--- config.mk ---
export PLATFORM = sky130hd
export DESIGN_NAME = safe_fsm
export DESIGN_NICKNAME = d
export VERILOG_FILES = /design/src/rtl/safe_fsm_pkg.sv /design/src/rtl/safe_fsm_codec.sv /design/src/rtl/safe_fsm_step.sv /design/src/rtl/safe_fsm.sv
export SDC_FILE = /design/constraint.sdc
export NUM_CORES = 1
export LEC_CHECK = 0
export ABC_AREA = 0
export BUFFER_PORTS_ARGS = -buffer_cell sky130_fd_sc_hd__buf_2
export CORE_AREA = 2 2 39 41
export CTS_BUF_LIST = sky130_fd_sc_hd__clkbuf_4 sky130_fd_sc_hd__clkbuf_8 sky130_fd_sc_hd__clkbuf_16
export DETAILED_ROUTE_END_ITERATION = 8
export DIE_AREA = 0 0 41 43
export HOLD_SLACK_MARGIN = 0.12
export PLACE_DENSITY = 0.6
export REMOVE_ABC_BUFFERS = 1
export SLEW_MARGIN = 40
export SYNTH_ARGS = -nofsm -noshare
export SYNTH_HDL_FRONTEND = slang
export SYNTH_SLANG_ARGS = --single-unit
--- constraint.sdc ---
create_clock -name clk_i -period 1.6 [get_ports clk_i]
set_input_delay 0 -clock clk_i [delete_from_list [all_inputs] [get_ports clk_i]]
set_output_delay 0 -clock clk_i [all_outputs]
set_load 0.05 [all_outputs]
--- src/rtl/safe_fsm_pkg.sv ---
package safe_fsm_pkg;
  localparam int NUM_ST = 5;
  localparam int ST_W   = 3;

  typedef enum logic [ST_W-1:0] {
    ST_1 = 3'd0, ST_2 = 3'd1, ST_3 = 3'd2, ST_4 = 3'd3, ST_5 = 3'd4
  } fsm_st_e;

  typedef enum logic [1:0] {
    GRP_IDLE = 2'b00, GRP_MID = 2'b01, GRP_END = 2'b10, GRP_BAD = 2'b11
  } fsm_grp_e;

  function automatic int code_width(bit one_hot);
    return one_hot ? NUM_ST : ST_W;
  endfunction

  function automatic fsm_st_e next_st(fsm_st_e st, logic a, logic b);
    case (st)
      ST_1:    return a ? ST_2 : ST_1;
      ST_2:    return ST_3;
      ST_3:    return b ? ST_4 : ST_3;
      ST_4:    return ST_5;
      ST_5:    return ST_1;
      default: return ST_1;
    endcase
  endfunction

  function automatic fsm_grp_e st_group(fsm_st_e st);
    case (st)
      ST_1:       return GRP_IDLE;
      ST_2, ST_3: return GRP_MID;
      ST_4, ST_5: return GRP_END;
      default:    return GRP_BAD;
    endcase
  endfunction
endpackage

--- src/rtl/safe_fsm_codec.sv ---
module safe_fsm_codec
  import safe_fsm_pkg::*;
#(
  parameter bit ONE_HOT = 1'b0,
  parameter int W       = code_width(ONE_HOT)
) (
  input  logic [W-1:0] code_i,
  input  fsm_st_e      st_i,
  output logic         valid_o,
  output fsm_st_e      st_o,
  output logic [W-1:0] code_o
);
  if (ONE_HOT) begin : g_onehot
    always_comb begin
      valid_o = 1'b0;
      st_o    = ST_1;
      for (int i = 0; i < NUM_ST; i++) begin
        if (code_i == (W'(1) << i)) begin
          valid_o = 1'b1;
          st_o    = fsm_st_e'(ST_W'(i));
        end
      end
    end
    assign code_o = W'(1) << st_i;
  end else begin : g_binary
    assign valid_o = (code_i < W'(NUM_ST));
    assign st_o    = valid_o ? fsm_st_e'(code_i[ST_W-1:0]) : ST_1;
    assign code_o  = W'(st_i);
  end
endmodule

--- src/rtl/safe_fsm_step.sv ---
module safe_fsm_step
  import safe_fsm_pkg::*;
#(
  parameter bit ONE_HOT = 1'b0,
  parameter int W       = code_width(ONE_HOT)
) (
  input  logic [W-1:0] code_i,
  input  logic         cond_a_i,
  input  logic         cond_b_i,
  output logic [W-1:0] nxt_o,
  output logic         illegal_o,
  output logic [1:0]   grp_o
);
  logic    valid;
  fsm_st_e cur_st, nxt_st;

  safe_fsm_codec #(.ONE_HOT(ONE_HOT), .W(W)) i_codec (
    .code_i (code_i),
    .st_i   (nxt_st),
    .valid_o(valid),
    .st_o   (cur_st),
    .code_o (nxt_o)
  );

  // unused codes are decoded by name and steered to S1
  assign nxt_st    = valid ? next_st(cur_st, cond_a_i, cond_b_i) : ST_1;
  assign illegal_o = !valid;
  assign grp_o     = valid ? st_group(cur_st) : GRP_BAD;
endmodule

--- src/rtl/safe_fsm.sv ---
module safe_fsm
  import safe_fsm_pkg::*;
#(
  parameter bit ONE_HOT = 1'b0,
  localparam int W      = code_width(ONE_HOT)
) (
  input  logic         clk_i,
  input  logic         rst_ni,
  input  logic         cond_a_i,
  input  logic         cond_b_i,
  input  logic         inj_en_i,
  input  logic [W-1:0] inj_code_i,
  output logic [1:0]   group_o,
  output logic         rst_req_o,
  output logic         mismatch_o
);
  localparam logic [W-1:0] S1_CODE = ONE_HOT ? W'(1) : W'(0);

  logic [W-1:0] pri_q, sh_q, pri_nxt, sh_nxt;
  logic         pri_ill, sh_ill, rst_req_q, mism_q, differ;
  logic [1:0]   pri_grp, sh_grp;

  safe_fsm_step #(.ONE_HOT(ONE_HOT), .W(W)) i_pri (
    .code_i(pri_q), .cond_a_i(cond_a_i), .cond_b_i(cond_b_i),
    .nxt_o(pri_nxt), .illegal_o(pri_ill), .grp_o(pri_grp)
  );

  safe_fsm_step #(.ONE_HOT(ONE_HOT), .W(W)) i_sh (
    .code_i(sh_q), .cond_a_i(cond_a_i), .cond_b_i(cond_b_i),
    .nxt_o(sh_nxt), .illegal_o(sh_ill), .grp_o(sh_grp)
  );

  assign differ = (pri_q != sh_q);

  always_ff @(posedge clk_i or negedge rst_ni) begin
    if (!rst_ni) begin
      pri_q     <= S1_CODE;
      sh_q      <= S1_CODE;
      rst_req_q <= 1'b0;
      mism_q    <= 1'b0;
    end else begin
      // recovery outranks injection
      if (pri_ill || differ) begin
        pri_q <= S1_CODE;
        sh_q  <= S1_CODE;
      end else begin
        pri_q <= inj_en_i ? inj_code_i : pri_nxt;
        sh_q  <= sh_nxt;
      end
      rst_req_q <= pri_ill;
      mism_q    <= mism_q | differ;
    end
  end

  assign group_o    = pri_grp;
  assign rst_req_o  = rst_req_q;
  assign mismatch_o = mism_q;


  illegal_recover_chk: assert property (@(posedge clk_i) disable iff (!rst_ni)
    pri_ill |=> (group_o == GRP_IDLE && rst_req_o));

  rst_pulse_chk: assert property (@(posedge clk_i) disable iff (!rst_ni)
    rst_req_o |=> !rst_req_o);

  mismatch_sticky_chk: assert property (@(posedge clk_i) disable iff (!rst_ni)
    mismatch_o |=> mismatch_o);

  shadow_cmp_chk: assert property (@(posedge clk_i) disable iff (!rst_ni)
    differ |=> (mismatch_o && group_o == GRP_IDLE));

  legal_mism_chk: assert property (@(posedge clk_i) disable iff (!rst_ni)
    (!pri_ill && differ) |=> !rst_req_o);

  no_bad_grp_chk: assert property (@(posedge clk_i) disable iff (!rst_ni)
    !inj_en_i |=> group_o != GRP_BAD);

  shadow_legal_chk: assert property (@(posedge clk_i) disable iff (!rst_ni)
    (!sh_ill && sh_grp != GRP_BAD));
endmodule

==> impl_metrics.py <==
metrics = {
    "status": {
        "status": "finished, final reports clean",
    },
    "place": {
        "placed_cell_area_um2": 492,
        "place_hpwl_um": 648,
        "place.gp.congestion": 0.831,
        "port_buffers": 11,
    },
    "synth": {
        "synth_cells": 45,
        "avgSynthCellArea_um2": 9.68,
        "synth_cell_types": 20,
        "syn-cell-area_um2": 435,
        "synth-warning-count": 0,
        "ys_ff_latch": 8,
        "ys_seq_area_frac": 0.460,
    },
    "worst_setup_path": {
        "critPathRequiredTime_ps": 1770,
        "rrSetupSlack_ps": 200,
        "cp_max_fo": 5,
        "crit_path_end_kind": "flip-flop",
        "path_cells": "xor2_1, or4_4, nor3_2",
        "cp_slowest_cell": "or4_4",
        "cp-start-kind": "flip-flop",
        "critPathKind": "flip-flop to flip-flop",
        "r2r_end": "sh_q[0]$_DFF_PN0_",
        "rr_startpoint": "sh_q[1]$_DFF_PN0_",
        "r2r_cells": 3,
        "worstPathArrival_ps": 1570,
        "slowest_delay_ps": 530,
    },
    "floorplanning": {
        "ioPinCount": 12,
        "die-area_um2": 1760,
        "num_rows": 14,
        "core_um2": 1380,
        "fp.dieW_um": 41,
        "start_util": 0.315,
        "die_h_um": 43,
    },
    "clock_tree": {
        "ctsResizeCount": 0,
        "cts_root_buf": "clkbuf_4",
        "cts_inserted_buffers": 3,
        "cts.sinks": 8,
        "clk_path_buf_depth": 2,
        "cts.clk_slew.worst_paths_ps": 50,
        "tritoncts": "built",
        "htreeDepth": 1,
        "clkLatencyLatePin_ps": 250,
    },
    "power": {
        "peakVddDrop_mv": 0.747,
        "pwr-share-comb": 0.529,
        "power_switching_uw": 510,
        "clkPwrFrac": 0.138,
        "intPower_uw": 596,
        "seqPwrFrac": 0.332,
        "switching_share": 0.461,
        "power.density_nw_per_um2": 1930,
        "p_leak_uw": 0.000279,
    },
    "finish": {
        "final_design_area_no_fill_um2": 574,
        "area_growth_syn_to_layout_pct": 31.9,
        "final_nets": 72,
        "nFillCells": 146,
        "multiInputGateArea_um2": 209,
        "final_util": 0.415,
        "drive_gt1_frac": 0.290,
        "ff_latch_area_um2": 200,
        "num_antenna_cells": 0,
    },
    "global_routing": {
        "grt_pass1_vias": 382,
        "track_usage": 0.140,
        "antenna_found_initial": 0,
        "grt_pass1_wl_um": 1610,
        "overflow": 0,
        "grt_start_max_net_pins": 10,
    },
    "timing": {
        "tns_ps": 0,
        "max_freq_mhz": 714,
        "min_period_ps": 1400,
        "fin_crit_sh": 0.875,
        "hold_viol_final": 0,
        "drv_slew": 0,
        "slew_headroom": 0.807,
        "finalSetupViolCount": 0,
        "fin_skew_ps": 2.17,
        "worst_pin_slew_ps": 287,
        "rsz0062_at_grt": "false",
    },
    "route": {
        "viasPerCell": 4.72,
        "dr_total_vias": 368,
        "avgRoutedWirePerCell_um": 11.6,
        "ant_nets": 0,
        "drtPass1Iterations": 2,
        "drtIter0Drc": 5,
        "drc_errors": 0,
        "routed_wl_um": 902,
    },
    "hold_path": {
        "worst_hold_path_type": "primary input to async pin",
    },
    "run": {
        "max-cap-violations": 0,
    },
}
state kept, by name, indices dropped and copies added (netlist names):
register,cells
rst_req_o,1
sh_q,3
mismatch_o,1
pri_q,3
cells in the final DEF, fill, tap and decap left out:
master         Yosys  layout
mux2_2             1       1
xor2_1             4       4
a22oi_1            2       2
or4_4              1       1
nand2b_1           2       2
dlygate4sd3_1      0       6
nand3b_1           1       1
nor2_1             7       7
nor2b_1            1       1
xnor2_1            1       1
nand2_1            3       3
mux2i_1            1       1
clkbuf_4           0       3
dfrtp_1            8       8
nor3_1             3       3
buf_4              1       1
nand4_1            1       1
nor3_2             1       1
o21a_1             1       1
buf_2              0      11
a21oi_1            3       3
layout make-up:
cell class | count | area share
Multi-Input combinational cell | 33 | 0.364
Sequential cell | 8 | 0.349
Timing Repair Buffer | 18 | 0.214
Clock buffer | 3 | 0.0392
Tap cell | 16 | 0.0349
synthesized netlist by cell type:
cell | n | area, um2
buf_6 | 1 | 11.3
a22oi_1 | 2 | 15.0
clkbuf_1 | 2 | 7.51
a21oi_1 | 3 | 15.0
mux2i_1 | 1 | 10.0
nor2b_1 | 1 | 6.26
o21a_1 | 1 | 7.51
xnor2_1 | 1 | 8.76
nor3_2 | 1 | 10.0
nand2_1 | 3 | 11.3
dfrtp_1 | 8 | 200
nand3b_1 | 1 | 7.51
mux2_2 | 1 | 11.3
or4_4 | 1 | 11.3
xor2_1 | 4 | 35.0
nand4_1 | 1 | 6.26
nor3_1 | 3 | 15.0
nor2_1 | 7 | 26.3
nand2b_1 | 2 | 12.5
buf_4 | 1 | 7.51
cells by family (layout without fill, tap and decap cells):
kind of cell,count (synthesis),after routing,share of synthesized area
and+or+nand+nor,20,20,0.244
muxes,2,2,0.0488
DFF,8,8,0.460
buffers and inverters,4,21,0.0604
AOI/OAI and AO/OA,6,6,0.0862
xor gates and xnor gates,5,5,0.101
critical path: cells and delay by family, from the launching register on:
kind | cells | cell delay, ps
AND/OR/NAND/NOR | 2 | 690
XOR/XNOR | 1 | 180
flip-flops | 1 | 450
power groups by stage:
stage / Sequential [uW] / Combinational (uW) / Clock (uW)
2_1_floorplan: 374 / 428 / 0
3_3_place_gp: 368 / 566 / 0
3_5_place_dp: 373 / 568 / 0
4_1_cts: 370 / 590 / 162
5_1_grt: 386 / 651 / 180
6_report: 367 / 585 / 153
through the flow:
step / setup slack, ps / std cells / hold slack (ps) / power (uW)
3_5_place_dp: 210 / 69 / -141 / 941
5_1_grt: 121 / 78 / 145 / 1220
2_1_floorplan: 246 / 41 / -296 / 802
6_report: 200 / 78 / 120 / 1110
3_3_place_gp: 223 / 69 / -146 / 934
4_1_cts: 194 / 78 / 130 / 1120
worst max path at each step:
stage                    endpoint                from  slack, ps
4_1_cts         sh_q[0]$_DFF_PN0_   sh_q[1]$_DFF_PN0_        190
6_report        sh_q[0]$_DFF_PN0_   sh_q[1]$_DFF_PN0_        200
2_1_floorplan   sh_q[0]$_DFF_PN0_  pri_q[1]$_DFF_PN0_        250
5_1_grt        pri_q[1]$_DFF_PN0_   sh_q[1]$_DFF_PN0_        120
3_5_place_dp    sh_q[0]$_DFF_PN0_   sh_q[1]$_DFF_PN0_        210
3_3_place_gp    sh_q[0]$_DFF_PN0_  pri_q[0]$_DFF_PN0_        220
per-layer routing:
metal	GRT usage	part of all wire
met2	0.188	0.45
met4	0.100	0.025
met1	0.180	0.47
met5	0	0
met3	0.0471	0.053
what timing repair did:
action,CTS,global route
hold buffers,6,0
endpoints found under the hold margin,11,0
setup buffers,0,0
No activity file was read; power rests on OpenSTA's default activity.
